===== config.mk =====
export PLATFORM = sky130hd
export DESIGN_NAME = seg3_latch_updater
export DESIGN_NICKNAME = d
export VERILOG_FILES = /design/src/rtl/seg3_pkg.sv /design/src/rtl/seg3_encoder.sv /design/src/rtl/seg3_hold_reg.sv /design/src/rtl/seg3_sequencer.sv /design/src/rtl/seg3_latch_updater.sv
export SDC_FILE = /design/constraint.sdc
export NUM_CORES = 1
export LEC_CHECK = 0
export ABC_CLOCK_PERIOD_IN_PS = 1550
export BUFFER_PORTS_ARGS = -buffer_cell sky130_fd_sc_hd__buf_2
export CORE_AREA = 2 2 66 68
export DETAILED_ROUTE_END_ITERATION = 7
export DIE_AREA = 0 0 68 70
export GPL_TIMING_DRIVEN = 0
export HOLD_SLACK_MARGIN = 0.06
export PLACE_DENSITY = 0.76
export SYNTH_ARGS = -nofsm -noshare
export SYNTH_HDL_FRONTEND = slang
export SYNTH_SLANG_ARGS = --single-unit

===== constraint.sdc =====
create_clock -name clk -period 1.55 [get_ports clk]
set_input_delay 0.0775 -clock clk [delete_from_list [all_inputs] [get_ports clk]]
set_output_delay 0.0775 -clock clk [all_outputs]
set_load 0.02 [all_outputs]

===== src/rtl/seg3_pkg.sv =====
package seg3_pkg;
  localparam int BCD_W = 4;
  localparam int SEG_W = 8;

  typedef logic [BCD_W-1:0] bcd_t;
  typedef logic [SEG_W-1:0] seg_t;

  typedef enum logic [1:0] {
    PH_IDLE    = 2'd0,
    PH_SETUP   = 2'd1,
    PH_STROBE  = 2'd2,
    PH_RELEASE = 2'd3
  } phase_e;
endpackage


===== src/rtl/seg3_encoder.sv =====
module seg3_encoder
  import seg3_pkg::*;
(
  input  bcd_t bcd_i,
  input  logic blank_i,
  output seg_t seg_o
);
  logic [6:0] pat;

  // bit 0 = a ... bit 6 = g
  always_comb begin
    case (bcd_i)
      4'd0:    pat = 7'b0111111;
      4'd1:    pat = 7'b0000110;
      4'd2:    pat = 7'b1011011;
      4'd3:    pat = 7'b1001111;
      4'd4:    pat = 7'b1100110;
      4'd5:    pat = 7'b1101101;
      4'd6:    pat = 7'b1111101;
      4'd7:    pat = 7'b0000111;
      4'd8:    pat = 7'b1111111;
      4'd9:    pat = 7'b1101111;
      default: pat = 7'b0000000;
    endcase
  end

  always_comb begin
    if (blank_i) seg_o = '0;
    else         seg_o = {1'b0, pat};
  end
endmodule


===== src/rtl/seg3_hold_reg.sv =====
module seg3_hold_reg
  import seg3_pkg::*;
(
  input  logic clk,
  input  logic rst_n,
  input  logic strobe_i,
  input  seg_t bus_i,
  output seg_t q_o
);
  logic strobe_d;
  logic load_en;
  seg_t q_r;
  seg_t q_n;

  assign load_en = strobe_i & ~strobe_d;

  always_comb begin
    q_n = q_r;
    if (load_en) q_n = bus_i;
  end

  always_ff @(posedge clk or negedge rst_n) begin
    if (!rst_n) begin
      strobe_d <= 1'b0;
      q_r      <= '0;
    end else begin
      strobe_d <= strobe_i;
      q_r      <= q_n;
    end
  end

  assign q_o = q_r;


  hold_low_chk: assert property (@(posedge clk) disable iff (!rst_n)
    !strobe_i |=> $stable(q_o));


  hold_high_chk: assert property (@(posedge clk) disable iff (!rst_n)
    (strobe_i && strobe_d) |=> $stable(q_o));


  capture_chk: assert property (@(posedge clk) disable iff (!rst_n)
    (strobe_i && !strobe_d) |=> (q_o == $past(bus_i)));
endmodule


===== src/rtl/seg3_sequencer.sv =====
module seg3_sequencer
  import seg3_pkg::*;
#(
  parameter int NUM_DIGITS = 3
) (
  input  logic                              clk,
  input  logic                              rst_n,
  input  logic                              start_i,
  input  logic [NUM_DIGITS-1:0][BCD_W-1:0]  bcd_i,
  output bcd_t                              sel_bcd_o,
  output logic                              bus_on_o,
  output logic [NUM_DIGITS-1:0]             strobe_o,
  output logic                              done_o
);
  localparam int IDX_W = (NUM_DIGITS > 1) ? $clog2(NUM_DIGITS) : 1;
  localparam logic [IDX_W-1:0] LAST_IDX = IDX_W'(NUM_DIGITS - 1);

  phase_e                            phase_q, phase_n;
  logic [IDX_W-1:0]                  idx_q, idx_n;
  logic [NUM_DIGITS-1:0][BCD_W-1:0]  bcd_q;
  logic                              cap_en;
  logic                              done_q, done_n;

  always_comb begin
    phase_n = phase_q;
    idx_n   = idx_q;
    cap_en  = 1'b0;
    done_n  = 1'b0;
    case (phase_q)
      PH_IDLE: begin
        if (start_i) begin
          phase_n = PH_SETUP;
          idx_n   = '0;
          cap_en  = 1'b1;
        end
      end
      PH_SETUP:  phase_n = PH_STROBE;
      PH_STROBE: phase_n = PH_RELEASE;
      PH_RELEASE: begin
        if (idx_q == LAST_IDX) begin
          phase_n = PH_IDLE;
          done_n  = 1'b1;
        end else begin
          phase_n = PH_SETUP;
          idx_n   = idx_q + IDX_W'(1);
        end
      end
      default: phase_n = PH_IDLE;
    endcase
  end

  always_ff @(posedge clk or negedge rst_n) begin
    if (!rst_n) begin
      phase_q <= PH_IDLE;
      idx_q   <= '0;
      done_q  <= 1'b0;
    end else begin
      phase_q <= phase_n;
      idx_q   <= idx_n;
      done_q  <= done_n;
    end
  end

  always_ff @(posedge clk or negedge rst_n) begin
    if (!rst_n)      bcd_q <= '0;
    else if (cap_en) bcd_q <= bcd_i;
  end

  assign sel_bcd_o = bcd_q[idx_q];
  assign bus_on_o  = (phase_q != PH_IDLE);
  assign done_o    = done_q;

  for (genvar g = 0; g < NUM_DIGITS; g++) begin : g_strobe
    assign strobe_o[g] = (phase_q == PH_STROBE) && (idx_q == IDX_W'(g));
  end


  strobe_onehot_chk: assert property (@(posedge clk) disable iff (!rst_n)
    $onehot0(strobe_o));


  setup_chk: assert property (@(posedge clk) disable iff (!rst_n)
    (|strobe_o) |-> ($stable(sel_bcd_o) && $past(bus_on_o)));


  release_chk: assert property (@(posedge clk) disable iff (!rst_n)
    $fell(|strobe_o) |-> ($stable(sel_bcd_o) && bus_on_o));


  busy_ignore_chk: assert property (@(posedge clk) disable iff (!rst_n)
    (phase_q != PH_IDLE) |=> $stable(bcd_q));


  done_pulse_chk: assert property (@(posedge clk) disable iff (!rst_n)
    done_o |=> !done_o);
endmodule


===== src/rtl/seg3_latch_updater.sv =====
module seg3_latch_updater
  import seg3_pkg::*;
(
  input  logic       clk,
  input  logic       rst_n,
  input  logic       start,
  input  logic [3:0] hund_bcd,
  input  logic [3:0] tens_bcd,
  input  logic [3:0] unit_bcd,
  output logic [7:0] hund_seg,
  output logic [7:0] tens_seg,
  output logic [7:0] unit_seg,
  output logic       done
);
  localparam int NUM_DIGITS = 3;
  localparam int SYNC_STAGES = 2;

  logic [SYNC_STAGES-1:0]            rst_pipe;
  logic                              rst_int_n;
  logic [NUM_DIGITS-1:0][BCD_W-1:0]  bcd_vec;
  bcd_t                              sel_bcd;
  logic                              bus_on;
  logic [NUM_DIGITS-1:0]             strobe;
  seg_t                              bus;
  logic [NUM_DIGITS-1:0][SEG_W-1:0]  seg_q;

  // assert at once, release on the clock
  always_ff @(posedge clk or negedge rst_n) begin
    if (!rst_n) rst_pipe <= '0;
    else        rst_pipe <= {rst_pipe[SYNC_STAGES-2:0], 1'b1};
  end
  assign rst_int_n = rst_pipe[SYNC_STAGES-1];

  // index 0 is written first
  assign bcd_vec = {unit_bcd, tens_bcd, hund_bcd};

  seg3_sequencer #(.NUM_DIGITS(NUM_DIGITS)) u_seq (
    .clk       (clk),
    .rst_n     (rst_int_n),
    .start_i   (start),
    .bcd_i     (bcd_vec),
    .sel_bcd_o (sel_bcd),
    .bus_on_o  (bus_on),
    .strobe_o  (strobe),
    .done_o    (done)
  );

  seg3_encoder u_enc (
    .bcd_i   (sel_bcd),
    .blank_i (~bus_on),
    .seg_o   (bus)
  );

  for (genvar d = 0; d < NUM_DIGITS; d++) begin : g_digit
    seg3_hold_reg u_hold (
      .clk      (clk),
      .rst_n    (rst_int_n),
      .strobe_i (strobe[d]),
      .bus_i    (bus),
      .q_o      (seg_q[d])
    );
  end

  assign hund_seg = seg_q[0];
  assign tens_seg = seg_q[1];
  assign unit_seg = seg_q[2];


  bus_hold_chk: assert property (@(posedge clk) disable iff (!rst_int_n)
    (|strobe) |-> $stable(bus));


  spare_bit_chk: assert property (@(posedge clk) disable iff (!rst_int_n)
    !(hund_seg[7] || tens_seg[7] || unit_seg[7]));
endmodule


==> impl_metrics.json, run 1 <==
{
  "outcome": "complete, but fails checks",
  "violations": "negative setup slack",
  "final_net_count": 268,
  "synth-edff-count": 0,
  "cts_tree": "yes",
  "core-area_um2": 4144,
  "path_max_fanout": 6,
  "dpl-instance-area_um2": 2381,
  "drc": 0,
  "synth_top_area_cell": "dfrtp_1",
  "finalPower_w": 0.006521,
  "synthDistinctLibCells": 35,
  "crit_arrival_ns": 2.12,
  "grt_pass1_wl_um": 6741,
  "max_cap_viol_count": 0,
  "post-dp-hpwl_um": 2678,
  "grt_pass1_vias": 1492,
  "ys_async_sr_fraction": 1.000,
  "die_area_um2": 4760,
  "crit_type": "flop to flop",
  "drive_above_1_share": 0.4711,
  "globalplace.congestion": 0.7790,
  "antenna_found_initial": 0,
  "final.period_utilization": 1.255,
  "grt_use_total": 0.1863,
  "cp-start-kind": "flop",
  "clk_latency_ns": 0.29,
  "report.final.slew_viol_count": 0,
  "cts_buffers": 5,
  "worstPathCellList": "buf_6 > mux2_4 > a22oi_4 > inv_2 > ha_4 > inv_2 > mux2i_1 > a21oi_2 > o31ai_1",
  "core.rowCount": 24,
  "start_util": 0.5030,
  "ff_latch_area_um2": 1079,
  "cpPeakStageDelay_ns": 0.40,
  "wl_met1_um": 1737,
  "ys_seq_elements": 43,
  "root_buffer": "clkbuf_8",
  "p_leak_nw": 1.390,
  "grt_setup_unrepaired": "true",
  "wl_per_cell_um": 14.24,
  "port_buffers": 36,
  "yosys-top-cells-area": "dfrtp_1 (52%), ha_1 (7.2%), mux2_2 (7.0%), a22o_1 (6.3%), mux2i_1 (2.4%)",
  "grt_max_degree": 42,
  "syn_inst": 170,
  "synth_common_cells": "dfrtp_1 (43), a22o_1 (15), mux2_2 (13)",
  "dr_wl_met3_um": 192,
  "setup_slack_ns": -0.3959,
  "seq_area_frac_synth": 0.5162,
  "firstDrtPassIters": 5,
  "grt-ovfl-total": 0,
  "cp.required_ns": 1.73,
  "vias": 1522,
  "synth_ff_type": "dfrtp_1",
  "syn2layout_area_growth_pct": 36.25,
  "diodes": 0,
  "crit_path_end_kind": "flop",
  "hp-class": "input pin to async pin",
  "drt_iter0_drc": 80,
  "ioPinCount": 40,
  "worst_pin_slew_ns": 0.8721,
  "fin_area_um2": 2840,
  "synth_area_um2": 2084,
  "finalHoldViolCount": 0,
  "n_fill_cell": 299,
  "powerDensity_nw_per_um2": 2296,
  "maxUsedRoutingLayer": "met4",
  "max-slew-margin-rel": 0.4186,
  "htree_levels": 2,
  "vdd.ir_drop.worst_v": 0.001243,
  "drt_wl_total_um": 4186,
  "min_period_ns": 1.946,
  "dieWidth_um": 68,
  "met2_length_um": 2174,
  "vias_per_cell": 5.177,
  "path_clk_slew_ns": 0.07,
  "yosysMostFrequentCell": "dfrtp_1",
  "worst_path_max_delay_cell": "dfrtp_1",
  "setup_viol": 21,
  "ant_nets": 0,
  "max_freq_mhz": 513.9,
  "cts_sinks": 43,
  "die_h_um": 70,
  "finClkSkew_ns": 0.003803,
  "crit_top_cell": "inv_2",
  "yosys.area.top_type_share": 0.5162,
  "yosysWarnings": 0,
  "syn_area_per_cell_um2": 12.26,
  "multi_input_area_um2": 1051,
  "cts_buffer_depth": 2
}
-- final cells by class --
type,count,area share
sequential,43,0.3797
clock inverter,1,0.001762
inverter,10,0.01322
timing repair buffer,65,0.1661
clock buffer,7,0.02687
tap,52,0.02291
multi-input combinational,110,0.3700
buffer,6,0.01938
-- what timing repair did --
action,in CTS,in global routing
pin swaps,6,6
cloned,0,0
buffers inserted,10,6
gates resized for setup,11,17
hold endpoints to repair,14,0
hold buffers,13,0
setup endpoints to repair,33,33
-- critical path, delay by kind of cell (launching register included) --
family | cells | cell delay, ns
fa+ha+maj | 1 | 0.18
buf+inv | 3 | 0.29
compound gates | 3 | 0.58
mux | 2 | 0.38
flops | 1 | 0.40
-- kinds of logic after synthesis --
logic type | count (synthesis) | share of synthesized area
and+or+nand+nor | 30 | 0.07743
DFF | 43 | 0.5162
muxes | 19 | 0.1014
adders and majority gates | 12 | 0.07203
buffers and inverters | 19 | 0.04321
AOI/OAI and AO/OA | 45 | 0.1861
other | 2 | 0.003603
-- routing by layer --
| layer | track usage | up-vias |
|---|---|---|
| met5 | 0 | - |
| met4 | 0.04667 | 0 |
| met3 | 0.04509 | 10 |
| met2 | 0.3344 | 46 |
| met1 | 0.2162 | 735 |
| li1 | - | 731 |
-- power by group --
| group | switching [W] | leakage, nW | internal (W) | total, W |
|---|---|---|---|---|
| sequential | 0.000303 | 0.541 | 0.00157 | 0.00188 |
| combinational | 0.00205 | 0.808 | 0.00192 | 0.00397 |
| clock | 0.000355 | 0.0422 | 0.000316 | 0.000671 |
-- placed cells by master (no fill, tap or decap), types with 8 or more instances in the layout --
cell           count
a22o_1            15
buf_2             36
buf_4             15
dfrtp_1           41
dlygate4sd3_1     13
ha_1               9
mux2_2            12
nand2_1            9
o21ai_0            8
-- sequential cells by signal (all words and copies together), names as in the netlist --
name and flops:
g_digit.u_hold.q_o 21, g_digit.u_hold.strobe_d 3, rst_pipe 2, u_seq.bcd_q 12, u_seq.done_o 1, u_seq.idx_q 2, u_seq.phase_q 2
-- through the flow --
stage / hold slack (ns) / cells / TNS, ns / utilization / worst slack [ns]
after detailed placement: -0.1367 / 260 / -10.56 / 0.5746 / -0.5199
after CTS: 0.07954 / 288 / -7.297 / 0.6582 / -0.3939
after global placement: -0.1378 / 260 / -15.86 / 0.5743 / -0.5223
after global routing: 0.09446 / 294 / -9.951 / 0.6854 / -0.5074
final: 0.08219 / 294 / -7.666 / 0.6854 / -0.3959
after floorplan: -0.2181 / 172 / -5.824 / - / -0.3132
-- final timing paths --
path                           startpoint                       end  slack [ns]  cells past startpoint
min                                 rst_n               rst_pipe[1]        0.08                      2
max reg2reg                u_seq.idx_q[0]  g_digit[1].u_hold.q_o[4]       -0.40                      9
max                        u_seq.idx_q[0]  g_digit[1].u_hold.q_o[4]       -0.40                      9
min in group clk                    start            u_seq.bcd_q[1]        0.19                      3
min reg2reg                   rst_pipe[0]               rst_pipe[1]        0.36                      0
max in group asynchronous     rst_pipe[1]            u_seq.idx_q[1]        0.57                      0
(Power assumes the default switching activity.)
==> run 2: changes to the inputs <==
Settings changed: GPL_TIMING_DRIVEN 0 to unset.
==> run 2 against run 1 <==
The run still ends with negative setup slack left. Critical endpoint is now g_digit[2].u_hold.q_o[0]. Wire length increased by 4.3%. Critical path type unchanged. Non-clock buffer count grew 6. Final cell count grew 1.7%. Die area is the same. Largest cell class unchanged. Via count rose by 0.59%. Total power is 3.4% higher. Final area is 2.3% higher. Fmax grew 2.0%. Critical path depth fell by 2. Highest routed layer unchanged. Clock power increased by 23%.
==> impl_metrics.json, run 2 (synthesis results as in run 1) <==
{
  "globalplace.congestion": 0.7638,
  "cts_tree": "yes",
  "core.rowCount": 24,
  "path_max_fanout": 5,
  "clk_latency_ns": 0.29,
  "cp-start-kind": "flop",
  "hp-class": "input pin to async pin",
  "grt_max_degree": 28,
  "port_buffers": 36,
  "cp.required_ns": 1.73,
  "violations": "negative setup slack",
  "vdd.ir_drop.worst_v": 0.001184,
  "core-area_um2": 4144,
  "max_freq_mhz": 523.9,
  "r2r_setup_slack_ns": -0.36,
  "met2_usage": 0.3657,
  "dieWidth_um": 68,
  "path_clk_slew_ns": 0.08,
  "ant_nets": 0,
  "antenna_found_initial": 0,
  "setup_viol": 21,
  "r2r-start": "u_seq.idx_q[0]",
  "largest_reg_flops": 21,
  "busiest_layer": "met2",
  "use_met1": 0.2195,
  "mostFrequentLayoutCells": "dfrtp_1 (42), buf_2 (36), buf_4 (22)",
  "grt_pass1_vias": 1562,
  "final_net_count": 274,
  "dp.cells": 274,
  "crit_arrival_ns": 2.09,
  "post-route-util": 0.7014,
  "drt_iter0_drc": 137,
  "finClkSkew_ns": 0.007984,
  "cts_buffers": 5,
  "syn2layout_area_growth_pct": 39.44,
  "vias": 1531,
  "outcome": "complete, but fails checks",
  "cts_sinks": 43,
  "drt_wl_total_um": 4367,
  "p_leak_nw": 1.430,
  "grt_pass1_wl_um": 7024,
  "min_period_ns": 1.909,
  "reg2reg_to": "g_digit[2].u_hold.q_o[0]",
  "drive_above_1_share": 0.4777,
  "powerDensity_nw_per_um2": 2319,
  "globalRouteMet3Util": 0.05797,
  "grt-ovfl-total": 0,
  "grt_use_total": 0.1986,
  "fin_cells": 299,
  "cts_buffer_depth": 2,
  "drc": 0,
  "final.period_utilization": 1.231,
  "htree_levels": 2,
  "root_buffer": "clkbuf_8",
  "layout_commonest_cell": "dfrtp_1",
  "vias_per_cell": 5.120,
  "crit_start": "u_seq.idx_q[0]",
  "crit_type": "flop to flop",
  "die_h_um": 70,
  "report.final.slew_viol_count": 0,
  "wl_per_cell_um": 14.61,
  "post-dp-hpwl_um": 3076,
  "crit_path_end_kind": "flop",
  "diodes": 0,
  "max_cap_viol_count": 0,
  "ioPinCount": 40,
  "start_util": 0.5030,
  "firstDrtPassIters": 4,
  "finalHoldViolCount": 0,
  "die_area_um2": 4760,
  "setup_slack_ns": -0.3587,
  "grt_setup_unrepaired": "true",
  "r2r_cells": 7
}
==> run 2: metrics by stage <==
step | hold WS (ns) | setup slack, ns | total power (W) | setup TNS, ns | instance area [um2]
detailed placement | -0.1338 | -0.3850 | 0.005223 | -6.685 | 2524
global placement | -0.1366 | -0.3146 | 0.005101 | -5.718 | 2524
finish | 0.1014 | -0.3587 | 0.006741 | -5.913 | 2907
floorplan | -0.2181 | -0.3132 | 0.004184 | -5.824 | 2135
global route | 0.09496 | -0.4404 | 0.007207 | -7.870 | 2907
CTS | 0.07934 | -0.3295 | 0.006406 | -5.737 | 2830
==> run 2: worst max-delay path by stage <==
stage / end / slack, ns / cells past startpoint
after floorplan: g_digit[0].u_hold.q_o[3] / -0.31 / 7
after detailed placement: g_digit[0].u_hold.q_o[4] / -0.39 / 6
after global placement: g_digit[1].u_hold.q_o[4] / -0.31 / 6
final: g_digit[2].u_hold.q_o[0] / -0.36 / 7
after global routing: g_digit[0].u_hold.q_o[4] / -0.44 / 8
after CTS: g_digit[1].u_hold.q_o[5] / -0.33 / 7
==> run 2: report_power, final <==
group          internal [W]  total (W)  switching [W]
Sequential          0.00157    0.00188       0.000308
Combinational       0.00194    0.00403        0.00209
Clock              0.000472   0.000824       0.000352
==> run 2: cell type report <==
class / count / area (um2)
Multi-Input combinational cell: 110 / 1064
Inverter: 10 / 37.54
Sequential cell: 43 / 1077
Clock inverter: 1 / 30.03
Timing Repair Buffer: 77 / 560.5
Tap cell: 52 / 65.06
Clock buffer: 6 / 72.57
Fill cell: 312 / 1237
==> run 2: what timing repair did <==
action | 4_1_cts | 5_1_grt
setup endpoints to repair | 21 | 23
gates resized for setup | 13 | 16
hold endpoints to repair | 14 | 0
buffers inserted | 3 | 2
hold buffers | 13 | 0
pin swaps | 9 | 14
==> run 2: per-layer routing <==
layer / routed length (um) / vias up
met2: 2406 / 39
met1: 1722 / 742
li1: - / 743
met3: 181 / 7
met4: 56 / 0
met5: 0 / -
==> run 2: worst max-delay path, cell delays in order (launching register included) <==
cell and delay (ns):
dfrtp_2 0.45, mux2_4 0.33, a22oi_4 0.24, buf_4 0.16, ha_1 0.14, a21o_1 0.16, o21ai_2 0.10, a22o_1 0.22
==> run 3: changes to the inputs <==
Settings changed: CELL_PAD_IN_SITES_DETAIL_PLACEMENT set to 1, CELL_PAD_IN_SITES_GLOBAL_PLACEMENT set to 1, CORE_AREA 2 2 66 68 to 2 2 73 75, DIE_AREA 0 0 68 70 to 0 0 75 77, PLACE_DENSITY 0.76 to unset, PLACE_DENSITY_LB_ADDON set to 0.1.
==> run 3 against run 2 <==
Largest power group unchanged. Fmax decreased by 1.9%. First-iteration DRC count is 82% lower. Utilization is 12 points lower. Highest routed layer unchanged. Hold slack worse by 0.022 ns. The flow still finishes with violations (negative setup slack). Setup slack got worse by 0.037 ns. Register-to-register slack worse by 0.04 ns. Total power increased by 3.4%. Clock power decreased by 9.1%. Global-route usage is 1.0 points higher. Sequential power hardly changed. Largest cell class unchanged.
==> impl_metrics.json, run 3 (synthesis results as in run 1) <==
{
  "vdd.ir_drop.worst_v": 0.001065,
  "vias": 1587,
  "r2r_cells": 6,
  "cts_buffer_depth": 2,
  "path_max_fanout": 5,
  "diodes": 0,
  "vias_per_cell": 4.975,
  "hp-class": "input pin to async pin",
  "max_freq_mhz": 514.0,
  "cts_buffers": 5,
  "cts_sinks": 43,
  "port_buffers": 36,
  "drc": 0,
  "p_leak_nw": 1.414,
  "setup_slack_ns": -0.3955,
  "max-slew-margin-rel": 0.6561,
  "reg2reg_to": "g_digit[0].u_hold.q_o[0]",
  "grt_use_total": 0.2087,
  "drt_iter0_drc": 25,
  "htree_levels": 2,
  "r2r-start": "u_seq.idx_q[0]",
  "wl_per_cell_um": 16.71,
  "antenna_found_initial": 0,
  "clk_latency_ns": 0.30,
  "post-place-ws_ns": -0.4706,
  "tns_ns": -7.236,
  "mostFrequentLayoutCells": "dfrtp_1 (42), buf_2 (36), buf_4 (24)",
  "post-dp-hpwl_um": 3674,
  "n_fill_cell": 538,
  "finalPower_w": 0.006972,
  "path_clk_slew_ns": 0.09,
  "globalplace.congestion": 0.8401,
  "cp-endpoint": "g_digit[0].u_hold.q_o[0]",
  "finalHoldViolCount": 0,
  "cp.required_ns": 1.74,
  "largest_reg_flops": 21,
  "dpl-instance-area_um2": 2534,
  "powerDensity_nw_per_um2": 2402,
  "multi_input_area_um2": 1044,
  "core-area_um2": 4977,
  "ant_nets": 0,
  "ff_latch_area_um2": 1077,
  "crit_arrival_ns": 2.14,
  "start_util": 0.4188,
  "grt_max_degree": 42,
  "setup_viol": 21,
  "holdWs_ns": 0.07990,
  "report.final.slew_viol_count": 0,
  "r2r_setup_slack_ns": -0.40,
  "finClkSkew_ns": 0.005793,
  "grt_setup_unrepaired": "true",
  "final_net_count": 275,
  "drt_wl_total_um": 5330,
  "syn2layout_area_growth_pct": 39.26,
  "fin_area_um2": 2903,
  "grt_pass1_wl_um": 9108,
  "die_h_um": 77,
  "violations": "negative setup slack",
  "root_buffer": "clkbuf_8",
  "firstDrtPassIters": 4,
  "grt_pass1_vias": 1785,
  "grt-ovfl-total": 0,
  "crit_path_end_kind": "flop",
  "cts_tree": "yes",
  "layout_commonest_cell": "dfrtp_1",
  "worst_pin_slew_ns": 0.5158,
  "dieWidth_um": 75,
  "drive_above_1_share": 0.4739,
  "ioPinCount": 40,
  "cp-start-kind": "flop",
  "core.rowCount": 26,
  "min_period_ns": 1.946,
  "crit_start": "u_seq.idx_q[0]",
  "max_cap_viol_count": 0,
  "crit_type": "flop to flop",
  "final.period_utilization": 1.255,
  "outcome": "complete, but fails checks",
  "die_area_um2": 5775
}
-- run 3: worst min path at each step --
stage	slack, ns	to	cells past startpoint	from
detailed placement	-0.14	rst_pipe[0]	1	rst_n
global placement	-0.14	rst_pipe[0]	1	rst_n
CTS	0.08	rst_pipe[0]	2	rst_n
floorplan	-0.22	rst_pipe[0]	0	rst_n
finish	0.08	rst_pipe[0]	2	rst_n
global route	0.09	rst_pipe[1]	2	rst_n
-- run 3: metal layers --
layer,global-route usage,vias to the layer above,share of wire
met5,0,-,0
met4,0.06607,0,0.020
met3,0.04336,12,0.032
met2,0.3640,35,0.54
met1,0.2502,797,0.41
li1,-,743,-
-- run 3: per-stage QoR --
stage                       util  instances
after CTS                 0.5742        317
after floorplan                -        172
after detailed placement  0.5091        292
after global routing      0.5832        319
final                     0.5832        319
after global placement    0.5091        292
-- run 3: cell type report --
type,instances,area share
Clock buffer,5,0.02371
Clock inverter,3,0.008190
Inverter,10,0.01293
Multi-Input combinational cell,110,0.3595
Sequential cell,43,0.3711
Tap cell,70,0.03017
Timing Repair Buffer,78,0.1944
-- run 3: timing repair --
| action | 4_1_cts | 5_1_grt |
|---|---|---|
| endpoints found under the hold margin | 14 | 0 |
| gates resized for setup | 15 | 10 |
| pin swaps | 13 | 8 |
| hold buffers | 13 | 0 |
| gates cloned | 0 | 0 |
| buffers inserted | 4 | 2 |
| setup endpoints to repair | 22 | 35 |
-- run 3: critical path: stages, from the launching register on --
cell and delay (ns):
dfrtp_2 0.46, mux2_4 0.33, a22oi_4 0.28, ha_2 0.24, a21o_1 0.19, o21ai_2 0.11
a22o_1 0.22
-- run 3: power breakdown --
part | leakage (nW) | total, W | internal [W] | switching, W
logic | 0.832 | 0.00434 | 0.00204 | 0.00229
clock network | 0.0408 | 0.000749 | 0.000322 | 0.000427
registers | 0.542 | 0.00189 | 0.00157 | 0.000313
